File: src/rtl/adc_seq_ctrl.sv
module adc_seq_ctrl #(
  parameter int DIV_MAX = 4
) (
  input  logic       clk,
  input  logic       rst_n,
  input  logic       wr_en,
  input  logic       rd_en,
  input  logic       addr,
  input  logic [7:0] wdata,
  output logic [7:0] rdata,
  output logic       adc_clk_en,
  output logic       sample,
  output logic [7:0] trial,
  input  logic       cmp_hi,
  output logic [2:0] chan,
  output logic       conv_busy
);
  localparam int CNT_W = DIV_MAX;
  localparam logic [3:0] LAST_STEP = 4'd12;

  logic [2:0] div_q, chan_q;
  logic cont_q, done_q, pend_q, busy_q;
  logic [3:0] step_q;
  logic [7:0] sar_q, probe_q, data_q;
  logic [CNT_W-1:0] cnt_q, limit;
  logic [CNT_W:0] span;
  logic [2:0] div_eff;

  wire ctrl_wr = wr_en && !addr;
  wire data_rd = rd_en && addr;

  assign div_eff = (div_q > 3'(DIV_MAX)) ? 3'(DIV_MAX) : div_q;
  always_comb begin
    span  = (CNT_W+1)'(1) << div_eff;
    limit = CNT_W'(span - 1'b1);
  end

  wire tick = cnt_q >= limit;
  wire fin  = !ctrl_wr && busy_q && tick && step_q == LAST_STEP;

  always_ff @(posedge clk or negedge rst_n)
    if (!rst_n) cnt_q <= '0;
    else        cnt_q <= tick ? '0 : cnt_q + 1'b1;

  always_ff @(posedge clk or negedge rst_n) begin
    if (!rst_n) begin
      cont_q <= 1'b0; div_q <= '0; chan_q <= '0;
      pend_q <= 1'b0; busy_q <= 1'b0; step_q <= '0;
      sar_q <= '0; probe_q <= '0;
    end else if (ctrl_wr) begin
      cont_q <= wdata[6]; div_q <= wdata[5:3]; chan_q <= wdata[2:0];
      pend_q <= 1'b1; busy_q <= 1'b0; step_q <= '0;
      sar_q <= '0; probe_q <= '0;
    end else if (tick) begin
      if (pend_q) begin
        pend_q <= 1'b0; busy_q <= 1'b1; step_q <= 4'd1;
        sar_q <= '0; probe_q <= '0;
      end else if (busy_q) begin
        if (step_q == LAST_STEP) begin
          busy_q <= cont_q;
          step_q <= cont_q ? 4'd1 : 4'd0;
          sar_q <= '0; probe_q <= '0;
        end else begin
          step_q <= step_q + 1'b1;
          if (step_q == 4'd1) probe_q <= 8'h80;
          else if (probe_q != '0) begin
            if (cmp_hi) sar_q <= sar_q | probe_q;
            probe_q <= probe_q >> 1;
          end
        end
      end
    end
  end

  always_ff @(posedge clk or negedge rst_n) begin
    if (!rst_n) begin
      done_q <= 1'b0; data_q <= '0;
    end else begin
      if (fin) data_q <= sar_q;
      if (ctrl_wr)      done_q <= 1'b0;
      else if (fin)     done_q <= 1'b1;
      else if (data_rd) done_q <= 1'b0;
    end
  end

  assign adc_clk_en = tick;
  assign sample     = busy_q && step_q == 4'd1;
  assign trial      = sar_q | probe_q;
  assign chan       = chan_q;
  assign conv_busy  = busy_q;
  assign rdata      = addr ? data_q : {done_q, cont_q, div_q, chan_q};
endmodule

File: config.mk
export PLATFORM = sky130hd
export DESIGN_NAME = adc_seq_ctrl
export DESIGN_NICKNAME = d
export VERILOG_FILES = /design/src/rtl/adc_seq_ctrl.sv
export SDC_FILE = /design/constraint.sdc
export NUM_CORES = 1
export LEC_CHECK = 0
export CORE_ASPECT_RATIO = 1.1
export CORE_MARGIN = 3
export CORE_UTILIZATION = 65
export DETAILED_ROUTE_END_ITERATION = 16
export DONT_BUFFER_PORTS = 1
export PLACE_DENSITY = 0.81
export SLEW_MARGIN = 5
export SYNTH_ARGS = -nofsm -noshare
export SYNTH_HDL_FRONTEND = slang
export SYNTH_SLANG_ARGS = --single-unit
File: constraint.sdc
create_clock -name clk -period 4.07 [get_ports clk]
set_clock_uncertainty 0.15 [all_clocks]
set_input_delay 0 -clock clk [delete_from_list [all_inputs] [get_ports clk]]
set_output_delay 0 -clock clk [all_outputs]
set_load 0.02 [all_outputs]
==> impl_metrics.env <==
export IMPL_async_reset_ff_frac=1.00
export IMPL_gp_congestion=0.914
export IMPL_insertion_delay_ns=0.34
export IMPL_grt_pass1_wl_um=7830
export IMPL_worstHoldPathCells=1
export IMPL_tightest_slew_ns=1.04
export IMPL_yosysSeqAreaShare=0.490
export IMPL_start_util=0.691
export IMPL_antenna_found_initial=0
export IMPL_firstDrtPassIters=4
export IMPL_post_route_period_util=0.753
export IMPL_p_per_area_nw_per_um2=519
export IMPL_post_dp_hpwl_um=3140
export IMPL_cp_end_kind="register"
export IMPL_path_cells="or3_1, ha_1, nor3b_1, o21a_1, clkinv_1, nand4_2, mux2_2"
export IMPL_area_growth_pct=15.3
export IMPL_grt_overflow=0
export IMPL_die_area_um2=4020
export IMPL_grt_usage=0.267
export IMPL_critPathArrivalTime_ns=3.15
export IMPL_cts_max_level=2
export IMPL_hold_viol_final=0
export IMPL_syn_inst=198
export IMPL_ant_nets=0
export IMPL_wl_per_cell_um=19.2
export IMPL_clock_sinks=42
export IMPL_syn_area_per_cell_um2=10.8
export IMPL_cts_resized=0
export IMPL_grt_max_degree=43
export IMPL_ff2ff_path_depth=7
export IMPL_fin_setup_tns_ns=0
export IMPL_synth_flop_cell="dfrtp_1"
export IMPL_num_nets_final=243
export IMPL_drive_gt1_frac=0.225
export IMPL_max_stage_delay_ns=0.44
export IMPL_die_x_um=60.8
export IMPL_grt_pass1_vias=1667
export IMPL_synth_edff_count=0
export IMPL_max_slew_margin_rel=0.305
export IMPL_leakage_nw=1.19
export IMPL_cts_tree="built"
export IMPL_report_power_total_mw=1.28
export IMPL_vias_per_cell=6.38
export IMPL_ys_types=39
export IMPL_clk_pin_slew_ns=0.12
export IMPL_port_buffers=0
export IMPL_io_pin_count=36
export IMPL_clock_fmax_ghz=0.326
export IMPL_cap_violations=0
export IMPL_num_rows=21
export IMPL_fp_coreArea_um2=3100
export IMPL_synth_nets=220
export IMPL_design_area_um2=2470
export IMPL_rsz0062_at_grt="false"
export IMPL_cpMaxStageDelayCell="dfrtp_1"
export IMPL_cts_root_buffer="clkbuf_4"
export IMPL_routed_wl_um=4920
export IMPL_clockBufferDepth=2
export IMPL_die_h_um=66.2
export IMPL_crit_path_max_fanout=9
export IMPL_ys_warn_count=0
export IMPL_finalCriticalPeriod_ns=3.07
export IMPL_min_path_type="in2out"
export IMPL_crit_type="reg2reg"
export IMPL_diodes=0
export IMPL_drc=0
export IMPL_drt_iter0_drc=136
export IMPL_via_count=1632
export IMPL_vdd_drop_max_uv=392
export IMPL_slew_violations=0
export IMPL_status="completed"
export IMPL_cts_made_buffers=5
export IMPL_start_kind="register"
export IMPL_placed_area_um2=2170
export IMPL_crit_required_ns=4.16
export IMPL_setup_violations=0
export IMPL_synth_area_um2=2140
export IMPL_nFillCells=174
export IMPL_synth_seq_cells=42
-- kinds of logic after synthesis --
group	after synthesis	share of synthesized area
fa+ha+maj	8	0.0467
mux	29	0.151
buf+inv	16	0.0286
flops	42	0.490
xor+xnor	2	0.00817
simple gates	76	0.187
compound gates	25	0.0881
-- synth_stat cells, types with 4 or more instances --
library cell / count / area share
mux2_2: 26 / 0.14
ha_1: 8 / 0.047
nand2_1: 27 / 0.047
or2_2: 8 / 0.023
nor2_1: 9 / 0.016
o211ai_1: 4 / 0.014
nand3_1: 6 / 0.014
nor2b_1: 10 / 0.029
o21ai_0: 7 / 0.016
dfrtp_1: 42 / 0.49
clkbuf_1: 4 / 0.0070
inv_1: 10 / 0.018
-- flip-flops by register name, summed over array words and instances (netlist names) --
register and cells:
done_q 1, chan 3, step_q 4, cont_q 1
cnt_q 4, data_q 8, conv_busy 1, probe_q 8
div_q 3, sar_q 8, pend_q 1
-- critical path, delay by kind of cell (launching register included) --
family,cells,cell delay [ns]
and+or+nand+nor,3,1.06
DFF,1,0.44
buffers and inverters,1,0.38
muxes,1,0.38
adders and majority gates,1,0.29
AOI/OAI and AO/OA,1,0.26
-- path summary, 6_finish.rpt --
| check | startpoint | endpoint | slack, ns |
|---|---|---|---|
| min in group asynchronous | rst_n | probe_q[3] | 0.06 |
| max | div_q[2] | data_q[4] | 1.00 |
| min | addr | rdata[6] | 0.05 |
| min reg2reg | cnt_q[0] | cnt_q[0] | 0.36 |
| max in group asynchronous | rst_n | pend_q | 3.51 |
| max reg2reg | div_q[2] | data_q[4] | 1.00 |
-- layer usage --
metal	routed length [um]	global-route usage	share of wire	vias up
li1	-	-	-	739
met1	2080	0.327	0.42	835
met2	2560	0.461	0.52	48
met3	213	0.0449	0.043	10
met4	68	0.0976	0.014	0
met5	0	0	0	-
-- layout make-up --
class	instances	area (um2)	area share
Clock buffer	7	45.0	0.0182
Clock inverter	1	30.0	0.0122
Inverter	11	41.3	0.0167
Multi-Input combinational cell	140	1030	0.417
Sequential cell	42	1050	0.425
Tap cell	34	42.5	0.0172
Timing Repair Buffer	21	230	0.0932
-- through the flow --
stage          hold WS (ns)  utilization  setup slack, ns  instances
3_5_place_dp         -0.445        0.699             1.09        227
2_1_floorplan        -0.446            -             1.42        198
6_report             0.0516        0.797             1.00        256
4_1_cts              0.0530        0.797             1.03        256
5_1_grt              0.0548        0.797            0.859        256
3_3_place_gp         -0.445        0.699             1.17        227
-- what timing repair did --
item | in CTS | in global routing
setup endpoints to repair | 0 | 0
hold endpoints to repair | 51 | 0
hold buffers | 21 | 0
buffers inserted | 0 | 0
-- power by group --
part,total (mW),switching (mW),internal (mW)
registers,0.547,0.0771,0.469
clock network,0.262,0.131,0.130
logic,0.473,0.291,0.182
total,1.28,0.500,0.782
-- layout by cell type (no fill, tap or decap), types with 2 or more instances in the layout --
cell type | synthesis | routed
clkbuf_4 | 0 | 5
nor3b_1 | 2 | 2
mux2i_1 | 3 | 3
nor2b_1 | 10 | 10
dlygate4sd3_1 | 0 | 19
a21oi_1 | 3 | 3
nand2_1 | 27 | 27
clkbuf_1 | 4 | 2
o21a_1 | 2 | 2
nand3_1 | 6 | 6
dfrtp_1 | 42 | 42
o21ai_0 | 7 | 7
inv_1 | 10 | 10
o211ai_1 | 4 | 4
ha_1 | 8 | 8
nor4_1 | 3 | 3
or2_2 | 8 | 8
mux2_2 | 26 | 26
nor2_1 | 9 | 9
nand4_1 | 2 | 2
a211oi_1 | 2 | 2
buf_12 | 0 | 2
(Power assumes the default switching activity.)
